$ cat config.mk
export PLATFORM = sky130hd
export DESIGN_NAME = rle_expander
export DESIGN_NICKNAME = d
export VERILOG_FILES = /design/src/rtl/rle_pkg.sv /design/src/rtl/rle_ctrl.sv /design/src/rtl/rle_dp.sv /design/src/rtl/rle_expander.sv
export SDC_FILE = /design/constraint.sdc
export NUM_CORES = 1
export LEC_CHECK = 0
export ABC_AREA = 1
export BUFFER_PORTS_ARGS = -buffer_cell sky130_fd_sc_hd__buf_4
export CORE_MARGIN = 2
export CORE_UTILIZATION = 52
export DETAILED_ROUTE_END_ITERATION = 8
export GPL_TIMING_DRIVEN = 0
export PLACE_DENSITY = 0.77
export SYNTH_ARGS = -nofsm -noshare
export SYNTH_HDL_FRONTEND = slang
export SYNTH_SLANG_ARGS = --single-unit
$ cat constraint.sdc
create_clock -name clk -period 2.61 [get_ports clk]
set_clock_uncertainty 0.15 [all_clocks]
set_input_delay 0.522 -clock clk [delete_from_list [all_inputs] [get_ports clk]]
set_output_delay 0.522 -clock clk [all_outputs]
set_load 0.02 [all_outputs]
$ cat src/rtl/rle_pkg.sv
package rle_pkg;
  // strobes from control to datapath
  typedef struct packed {
    logic takeLit;  // accept a literal word
    logic takeRun;  // accept a well-formed count word
    logic beat;     // output handshake this cycle
  } rle_ctrl_t;
endpackage

$ cat src/rtl/rle_ctrl.sv
module rle_ctrl
  import rle_pkg::*;
(
  input  logic      clk,
  input  logic      rst,
  input  logic      inValid,
  input  logic      inFlag,
  input  logic      payloadZero,
  input  logic      outReady,
  input  logic      cntZero,
  output logic      inReady,
  output logic      outValid,
  output logic      outFirst,
  output logic      protoErr,
  output rle_ctrl_t ctrl
);
  logic validQ, firstQ, seenLit, lastRun, errQ;
  logic accept, badRun, lastBeat;

  always_comb begin
    accept       = inValid && !validQ;
    badRun       = accept && inFlag && (!seenLit || lastRun || payloadZero);
    ctrl.takeLit = accept && !inFlag;
    ctrl.takeRun = accept && inFlag && !badRun;
    ctrl.beat    = validQ && outReady;
    lastBeat     = ctrl.beat && cntZero;
  end

  always_ff @(posedge clk) begin
    if (rst) begin
      validQ  <= 1'b0;
      firstQ  <= 1'b0;
      seenLit <= 1'b0;
      lastRun <= 1'b0;
      errQ    <= 1'b0;
    end else begin
      if (ctrl.takeLit || ctrl.takeRun) validQ <= 1'b1;
      else if (lastBeat)                validQ <= 1'b0;

      if (ctrl.takeLit)                 firstQ <= 1'b1;
      else if (ctrl.takeRun || lastBeat) firstQ <= 1'b0;

      if (ctrl.takeLit) seenLit <= 1'b1;

      if (ctrl.takeLit)      lastRun <= 1'b0;
      else if (ctrl.takeRun) lastRun <= 1'b1;

      if (badRun) errQ <= 1'b1;
    end
  end

  assign inReady  = !validQ;
  assign outValid = validQ;
  assign outFirst = firstQ;
  assign protoErr = errQ;
endmodule

$ cat src/rtl/rle_dp.sv
module rle_dp
  import rle_pkg::*;
#(
  parameter int PAY_W = 31
) (
  input  logic             clk,
  input  logic             rst,
  input  logic [PAY_W-1:0] payload,
  input  rle_ctrl_t        ctrl,
  output logic [PAY_W-1:0] outSample,
  output logic             cntZero
);
  logic [PAY_W-1:0] curVal;
  logic [PAY_W-1:0] remain;

  always_ff @(posedge clk) begin
    if (rst) begin
      curVal <= '0;
      remain <= '0;
    end else begin
      if (ctrl.takeLit) curVal <= payload;

      if (ctrl.takeLit)               remain <= '0;
      else if (ctrl.takeRun)          remain <= payload - 1'b1;
      else if (ctrl.beat && !cntZero) remain <= remain - 1'b1;
    end
  end

  assign cntZero   = (remain == '0);
  assign outSample = curVal;
endmodule

$ cat src/rtl/rle_expander.sv
module rle_expander
  import rle_pkg::*;
#(
  parameter int WORD_W = 32,
  localparam int PAY_W = WORD_W - 1
) (
  input  logic             clk,
  input  logic             rst,
  input  logic             inValid,
  output logic             inReady,
  input  logic [WORD_W-1:0] inWord,
  output logic             outValid,
  input  logic             outReady,
  output logic [PAY_W-1:0] outSample,
  output logic             outFirst,
  output logic             protoErr
);
  rle_ctrl_t ctrl;
  logic      cntZero;
  logic      inFlag;
  logic      payloadZero;

  assign inFlag      = inWord[WORD_W-1];
  assign payloadZero = (inWord[PAY_W-1:0] == '0);

  rle_ctrl u_ctrl (
    .clk        (clk),
    .rst        (rst),
    .inValid    (inValid),
    .inFlag     (inFlag),
    .payloadZero(payloadZero),
    .outReady   (outReady),
    .cntZero    (cntZero),
    .inReady    (inReady),
    .outValid   (outValid),
    .outFirst   (outFirst),
    .protoErr   (protoErr),
    .ctrl       (ctrl)
  );

  rle_dp #(.PAY_W(PAY_W)) u_dp (
    .clk      (clk),
    .rst      (rst),
    .payload  (inWord[PAY_W-1:0]),
    .ctrl     (ctrl),
    .outSample(outSample),
    .cntZero  (cntZero)
  );
endmodule

Word-level counts from Yosys, hierarchy flattened
Index checks and enable logic that the tools add are counted.
- register bits after elaboration: 67
- bits in latches: 0
- memory bits (writable): 0
- memory bits (read-only): 0
- bits of input ports: 36
- logic and storage cells: 38
- memories kept: 0
- add/sub/neg operators: 2
- multipliers: 0
- divide/modulo/power cells: 0
- $lt $le $gt $ge: 0
- equal/unequal tests: 0
- shift-type cells: 0
- multiplexer cells: 6
- bitwise logic cells: 0
- reduce and logical (&&, ||, !) cells: 23
- operators with widths (cell ; count):
    logical NOT 31 bit ; 2
    2-to-1 mux 31 bit ; 2
    subtractor 31 x 1 -> 31 bit (second input constant) ; 2
    logical AND 1 bit ; 8
    nonzero test 2 bit ; 3
    logical NOT 1 bit ; 5
    logical OR 1 bit ; 4
    2-to-1 mux 1 bit ; 4
    OR reduction 2 bit ; 1

Depth between registers and ports, before layout
Gate-level depths: netlist (run 1).
- depth in word-level cells: 9
- depth in mapped cells: 21
- gate-level depth less buffers: 19

Modules after synthesis
From an unflattened synthesis (run 1), not the netlist that was laid out.
- cells, all modules: 665
- area total of the unflattened synthesis: 4227.8 µm²
- by module, submodules not included (module ; instances ; cells an instance ; area each (µm²) ; sequential area each (µm²)):
    rle_dp ; 1 ; 599 ; 3854.9 ; 1241.2
    rle_ctrl ; 1 ; 35 ; 256.5 ; 100.1
    rle_expander ; 1 ; 31 ; 116.4 ; 0.0

Worst setup path after synthesis (run 1)
Ideal clock, no wire load.
- path type: input port to flip-flop
- from: input inWord[17]
- to: register u_dp.remain[16]
- data arrival time: 2339 ps
- path slack: 12 ps
- stages on the path: 21
- cell sequence: inv_1 > nand2_1 > nor2_1 > nand2_1 > nor2_2 > nand2_4 > nand3_4 > buf_8 > buf_6 > nand2_1 > o21ai_2 > ha_1 > inv_1 > nor2_4 > nand2_1 > inv_1 > nand2_1 > xor2_1 > nand2_1 > nand2_1 > inv_1
- longest elaborated chain between the ends: 6
- elaborated cells between the ends (all ways): 7
- those cells by class: mux (1); reduce/logical (6)
- RTL lines (element ; line ; text):
    from (decl) ; rle_expander.sv:11 ; input logic [WORD_W-1:0] inWord,
    logical NOT 31 bit * ; rle_expander.sv:24 ; assign payloadZero = (inWord[PAY_W-1:0] == '0);
    logical OR 1 bit * ; rle_ctrl.sv:22 ; badRun = accept && inFlag && (!seenLit || lastRun || payloadZero);
    logical AND 1 bit * ; rle_ctrl.sv:22 ;
    logical NOT 1 bit * ; rle_ctrl.sv:24 ; ctrl.takeRun = accept && inFlag && !badRun;
    logical AND 1 bit * ; rle_ctrl.sv:24 ;
    2-to-1 mux 31 bit or nonzero test 2 bit (tied branches) ; -- ;
    to (signal assigned) ; rle_dp.sv:24 ; else if (ctrl.takeRun) remain <= payload - 1'b1;
    to (signal assigned) ; rle_dp.sv:25 ; else if (ctrl.beat && !cntZero) remain <= remain - 1'b1;
    to (decl) ; rle_dp.sv:14 ; logic [PAY_W-1:0] remain;
Every way passes the cells marked *; elsewhere a longest branch is shown, timed or not.
A chain may end at the register's enable or synchronous reset.

Final worst setup path (run 1)
- from: input inWord[30]
- to: register u_dp.remain[22]
The elaborated chain is that of the path after synthesis.

==> impl_metrics.ini, run 1 <==
[outcome]
status = complete, no violations

[floorplan]
row_count = 33
fp.coreArea_um2 = 8130
dieHeight_um = 95.3
start_util_pct = 53.3
die_w_um = 95.3
io_pins = 71
die-area_um2 = 9090

[global_routing]
grt_pass1_wl_um = 20800
grt_pass1_vias = 4309
antenna_found_initial = 0
grt_overflow = 0
grt_max_degree = 14
grt_use_total_pct = 30.0

[cts]
cts_buffer_depth = 2
htree_num_levels = 3
cts_sinks = 67
numCtsBuffers = 9
clock_tree.root_cell = clkbuf_8
clkLatencyLatePin_ps = 350
clk_pin_slew_worst_paths_ps = 80
cts_tree = built

[synthesis]
seq_area_frac_synth_pct = 30.9
synthAdderAreaFrac_pct = 0.289
yosysTopAreaCellShare_pct = 30.9
synth_top_family_by_area = simple AND/OR/NAND/NOR gates
synth_edf_count = 0
synth-xor-area-share_pct = 1.62
synth_mux_area_share_pct = 0
synth-simple-area-share_pct = 36.1
ys.flop_type = dfxtp_1
synth.area.top_cells = dfxtp_1 31%, nand2_1 15%, inv_1 12%, o21ai_0 6.8%, a21oi_1 5.7%
synth_top_cell_by_area = dfxtp_1
async_flop_share_pct = 0
synth_compound_area_share_pct = 14.9
synth_area_um2 = 4340
synthesis.nets = 751
yosysWarnings = 0
synth.distinct_cells = 34
syn_inst = 714
ys_ff_latch = 67
syn_avg_cell_area_um2 = 6.07

[drt]
top_layer = met4
first_iter_violations = 364
wire_per_inst_um = 15.0
drt.antenna.violating_nets = 0
wl_met1_um = 6210
dr_total_vias = 4909
drtPass1Iterations = 6
via_per_inst = 5.23
post-route-drc-count = 0
wl_um = 14100
met2_length_um = 6390
wl_met3_um = 1130

[cells_and_area]
fin_cells = 939
fill_cells = 692
drive_above_1_share_pct = 32.4
utilization_pct = 72.5
nets = 866
multiInputGateArea_um2 = 2580
area_delta_synth_final_pct = 36.0
ff_latch_area_um2 = 1340
num_antenna_cells = 0

[worst_setup_path]
cp.required_ps = 2730
r2r_end = u_dp.remain[17]$_SDFFE_PP0P_
path_max_fanout = 5
critPathCaptureType = flip-flop
critPathKind = input port to flip-flop
regToRegStartpoint = u_ctrl.outValid$_SDFFE_PP0P_
arrival_ps = 2660
reg2reg_slack_ps = 120
critPathLaunchType = input port
rr_worst_depth = 16
cp-startpoint = inWord[30]

[power_and_ir_drop]
powerDensity_nw_per_um2 = 658
power_mw = 3.88
peakVddDrop_mv = 0.339
p_leak_nw = 3.04

[timing]
final_max_slew_viol_count = 0
relSlewSlack_pct = 57.7
fmax_mhz = 394
hold_violations = 0
tightest_slew_ps = 634
setup_viol = 0
rsz0062_at_grt = true
min_period_ps = 2540
finalWorstSetupSlack_ps = 72.4
period_share_pct = 97.2

[placement]
dpl.hpwl_um = 10500
gp_congestion = 0.974
dp_cells = 889
io_buffer_count = 70
post-place-ws_ps = -603

[min_path]
hold_path_end = u_ctrl.seenLit$_SDFFE_PP0P_
holdPathStages = 2
hold_start = rst
hp-class = input port to flip-flop

[job]
max_cap_violations = 0
-- worst max-delay path by stage --
stage                                        end  slack, ps  cells after the start
finish              u_dp.remain[22]$_SDFFE_PP0P_         70                     21
global route        u_dp.remain[22]$_SDFFE_PP0P_       -110                     21
CTS                 u_dp.remain[19]$_SDFFE_PP0P_        -30                     15
detailed placement  u_dp.remain[30]$_SDFFE_PP0P_       -600                     22
global placement    u_dp.remain[30]$_SDFFE_PP0P_       -530                     22
floorplan           u_dp.remain[16]$_SDFFE_PP0P_         10                     21
-- placed cells by master, fill, tap and decap left out, drive strengths merged, types with 2 or more instances in the layout --
cell type and instances:
bufinv 3, xnor2 3, o21bai 5, clkbuf 27, buf 115, o21ai 66, inv 148, nand2 186
dfxtp 67, xor2 5, nor4 7, o211ai 2, or2 2, nand3 41, nor2 72, nand4 29
a21oi 49
-- cell families after synthesis --
kind of cell             count (synthesis)
flip-flops                              67
buffers and inverters                  175
AO/OA/AOI/OAI                          124
adder cells (fa/ha/maj)                  1
XOR/XNOR                                 8
AND/OR/NAND/NOR                        339
-- sequential cells by signal (all words and copies together) (netlist names) --
signal	cells
u_ctrl.lastRun	1
u_ctrl.outFirst	1
u_ctrl.seenLit	1
u_ctrl.outValid	1
u_dp.outSample	31
u_dp.remain	31
u_ctrl.protoErr	1
-- stage by stage --
stage	cell area, um^2	hold WS (ps)	setup TNS [ps]
5_1_grt	5900	204	-507
6_report	5900	207	0
2_1_floorplan	4340	292	0
4_1_cts	5310	196	-30.6
3_5_place_dp	4990	287	-9340
3_3_place_gp	4990	283	-8090
-- synthesized netlist by cell type, types with 7 or more instances --
| master | instances |
|---|---|
| a21oi_1 | 49 |
| clkbuf_1 | 17 |
| dfxtp_1 | 67 |
| inv_1 | 137 |
| inv_2 | 9 |
| nand2_1 | 170 |
| nand2_2 | 15 |
| nand3_1 | 40 |
| nand4_1 | 29 |
| nor2_1 | 56 |
| nor2_2 | 9 |
| nor4_1 | 7 |
| o21ai_0 | 59 |
-- report_power, final --
part	internal (mW)	total [mW]	switching [mW]
combinational	0.619	1.64	1.02
sequential	1.10	1.16	0.0558
clock	0.643	1.08	0.442
-- layer usage --
metal,global-route usage (%),vias to the layer above
met5,0,-
met4,11.6,0
met3,4.82,28
met2,46.9,206
met1,41.5,2203
li1,-,2472
-- what timing repair did --
action                     CTS  global route
pin swaps                    6            55
setup buffers                7            27
resized for setup            8           143
setup endpoints to repair   10            24
hold buffers                 0             0
-- cell type report --
cell class              count  share of cell area (%)
clock inverters             7                    2.10
plain buffers              29                    2.82
flip-flops and latches     67                    22.8
inverters                 146                    9.33
repair buffers            104                    14.9
multi-input cells         472                    43.8
clock buffers               9                    2.10
well taps                 105                    2.23
-- critical path, stage by stage --
cell and delay [ps]:
buf_4 120, inv_2 50, nand2_1 40, nor2_1 90
nand2_1 90, nor2_2 150, nand2_4 80, nand3_4 120
buf_8 120, buf_8 110, nand2_4 50, o21ai_4 70
ha_4 170, inv_4 40, nor2_4 200, nand2_4 110
nor2_4 170, nand2_1 70, nand2_1 60, nand3_1 60
a21oi_1 140
No activity file was read; power rests on OpenSTA's default activity.
==> inputs of run 2 (changes only) <==
--- a/config.mk
+++ b/config.mk
@@ -7,11 +7,12 @@
 export LEC_CHECK = 0
 export ABC_AREA = 1
 export BUFFER_PORTS_ARGS = -buffer_cell sky130_fd_sc_hd__buf_4
+export CAP_MARGIN = 10
 export CORE_MARGIN = 2
-export CORE_UTILIZATION = 52
+export CORE_UTILIZATION = 57
 export DETAILED_ROUTE_END_ITERATION = 8
 export GPL_TIMING_DRIVEN = 0
-export PLACE_DENSITY = 0.77
+export PLACE_DENSITY = 0.8
 export SYNTH_ARGS = -nofsm -noshare
 export SYNTH_HDL_FRONTEND = slang
 export SYNTH_SLANG_ARGS = --single-unit
==> constraint.sdc (replaced) <==
create_clock -name clk -period 2.4 [get_ports clk]
set_clock_uncertainty 0.15 [all_clocks]
set_input_delay 0.48 -clock clk [delete_from_list [all_inputs] [get_ports clk]]
set_output_delay 0.48 -clock clk [all_outputs]
set_load 0.02 [all_outputs]
==> impl_metrics.ini, run 2 (synthesis results as in run 1) <==
[worst_setup_path]
cp.required_ps = 2520
crit_path_end = u_dp.remain[23]$_SDFFE_PP0P_
critPathLaunchType = input port
regToRegStartpoint = u_ctrl.outValid$_SDFFE_PP0P_
critPathCaptureType = flip-flop
r2r_end = u_dp.remain[23]$_SDFFE_PP0P_
reg2reg_slack_ps = -220
path_max_fanout = 5
arrival_ps = 2920
cp-startpoint = inWord[0]
rr_worst_depth = 15
critPathKind = input port to flip-flop

[global_routing]
grt_max_degree = 14
grt_pass1_vias = 4795
grt_overflow = 0
antenna_found_initial = 0
grt_use_total_pct = 36.5
grt_pass1_wl_um = 24000

[timing]
fin_hold_ws_ps = 161
period_share_pct = 117
final_max_slew_viol_count = 0
hold_violations = 0
rsz0062_at_grt = true
relSlewSlack_pct = 56.9
setup_viol = 30
finalWorstSetupSlack_ps = -404
min_period_ps = 2800
tightest_slew_ps = 647
fmax_mhz = 357

[cells_and_area]
fin_cells = 938
nets = 871
fill_cells = 428
num_antenna_cells = 0
mostFrequentLayoutCell = nand2_1
layout_common_cells = 116 x nand2_1, 113 x inv_1, 88 x buf_4
drive_above_1_share_pct = 36.4
area_delta_synth_final_pct = 43.0

[job]
max_cap_violations = 0

[placement]
dpl.hpwl_um = 10500
gp_congestion = 0.987
io_buffer_count = 70
dp_cells = 883

[cts]
cts_sinks = 67
cts_buffer_depth = 2
clkLatencyLatePin_ps = 360
cts_tree = built
clock_tree.root_cell = clkbuf_8
numCtsBuffers = 9
clk_pin_slew_worst_paths_ps = 80
htree_num_levels = 3
postCtsHoldBufs = 0

[floorplan]
start_util_pct = 59.5
row_count = 31
dieHeight_um = 91.2
fp.coreArea_um2 = 7290
die-area_um2 = 8320
die_w_um = 91.2
io_pins = 71

[drt]
via_per_inst = 6.07
post-route-drc-count = 5
first_iter_violations = 883
drt.antenna.violating_nets = 0
drtPass1Iterations = 9
dr_total_vias = 5693
wire_per_inst_um = 19.2
wl_um = 18000

[power_and_ir_drop]
p_leak_nw = 3.12
powerDensity_nw_per_um2 = 718
seqPwrFrac_pct = 28.6
clockPowerShare_pct = 24.5
switching_share_pct = 42.6
comb_power_share_pct = 46.9
switchingPower_mw = 1.90
intPower_mw = 2.56
power_mw = 4.45
peakVddDrop_mv = 0.511

[min_path]
hp-class = input port to flip-flop

[outcome]
status = complete, but fails checks
violations = DRC, setup timing
run 2: cell count changes in the layout (fill, tap and decap cells not counted), sizes merged:
cell / previous run / this run
clkinv: 1 / 3
nor2: 72 / 73
inv: 148 / 146
clkbuf: 27 / 28
buf: 115 / 119
bufinv: 3 / 2
run 2: through the flow:
| stage | utilization, % | area (um^2) | setup slack [ps] | setup TNS [ps] |
|---|---|---|---|---|
| detailed placement | 69.1 | 5040 | -681 | -13050 |
| finish | 85.0 | 6200 | -404 | -5690 |
| global placement | 69.1 | 5040 | -630 | -11620 |
| global route | 85.0 | 6200 | -354 | -7210 |
| floorplan | - | 4390 | -86.1 | -420 |
| CTS | 76.7 | 5590 | -7.73 | -7.73 |
run 2: cell type report:
cell class,instances,area (um^2),share of cell area [%]
inverter,146,608,9.81
tap,99,124,2.00
timing repair buffer,110,925,14.9
buffer,27,151,2.44
sequential,67,1350,21.7
clock buffer,10,128,2.06
clock inverter,6,90.1,1.45
multi-input combinational,473,2830,45.6
run 2: per-layer routing:
layer	global-route usage, %	vias to the layer above	routed length (um)
met5	0	-	0
met4	14.1	0	1490
met3	5.89	181	2280
met2	58.9	524	7760
met1	49.0	2514	6450
li1	-	2474	-
run 2: repair_timing:
action,in CTS,in global routing
gates cloned,1,0
buffers inserted,16,24
pin swaps,27,54
gates resized for setup,62,132
setup endpoints to repair,26,29
run 2: how the worst min path moves through the flow:
stage,to,slack [ps],startpoint,cells past startpoint
final,u_ctrl.seenLit$_SDFFE_PP0P_,160,rst,2
after global routing,u_ctrl.outFirst$_SDFFE_PP0P_,160,rst,2
after CTS,u_ctrl.seenLit$_SDFFE_PP0P_,170,rst,2
after detailed placement,u_dp.outSample[10]$_SDFFE_PP0P_,290,u_dp.outSample[10]$_SDFFE_PP0P_,2
after global placement,u_dp.outSample[10]$_SDFFE_PP0P_,280,u_dp.outSample[10]$_SDFFE_PP0P_,2
after floorplan,u_ctrl.lastRun$_SDFFE_PP0N_,290,u_ctrl.lastRun$_SDFFE_PP0N_,2
run 2: power groups by stage:
| stage | clock network (mW) | logic [mW] | registers [mW] |
|---|---|---|---|
| floorplan | 0 | 1.01 | 1.32 |
| global placement | 0 | 1.45 | 1.28 |
| detailed placement | 0 | 1.47 | 1.28 |
| CTS | 1.06 | 1.64 | 1.26 |
| global route | 1.12 | 2.22 | 1.28 |
| finish | 1.09 | 2.09 | 1.27 |
run 2: worst max-delay path, stage by stage:
cell and delay, ps:
buf_6 130, inv_4 70, nand2_2 120, nor2_4 190, nand2_2 90, nor2_4 130, nand2_4 80, nand3_4 100
buf_8 120, buf_6 120, nand2_4 50, nand2_4 90, buf_4 120, buf_4 100, nand3_1 200, nor2_2 220
nand3_1 110, nand2_1 70, nand3_1 120, a21oi_1 210
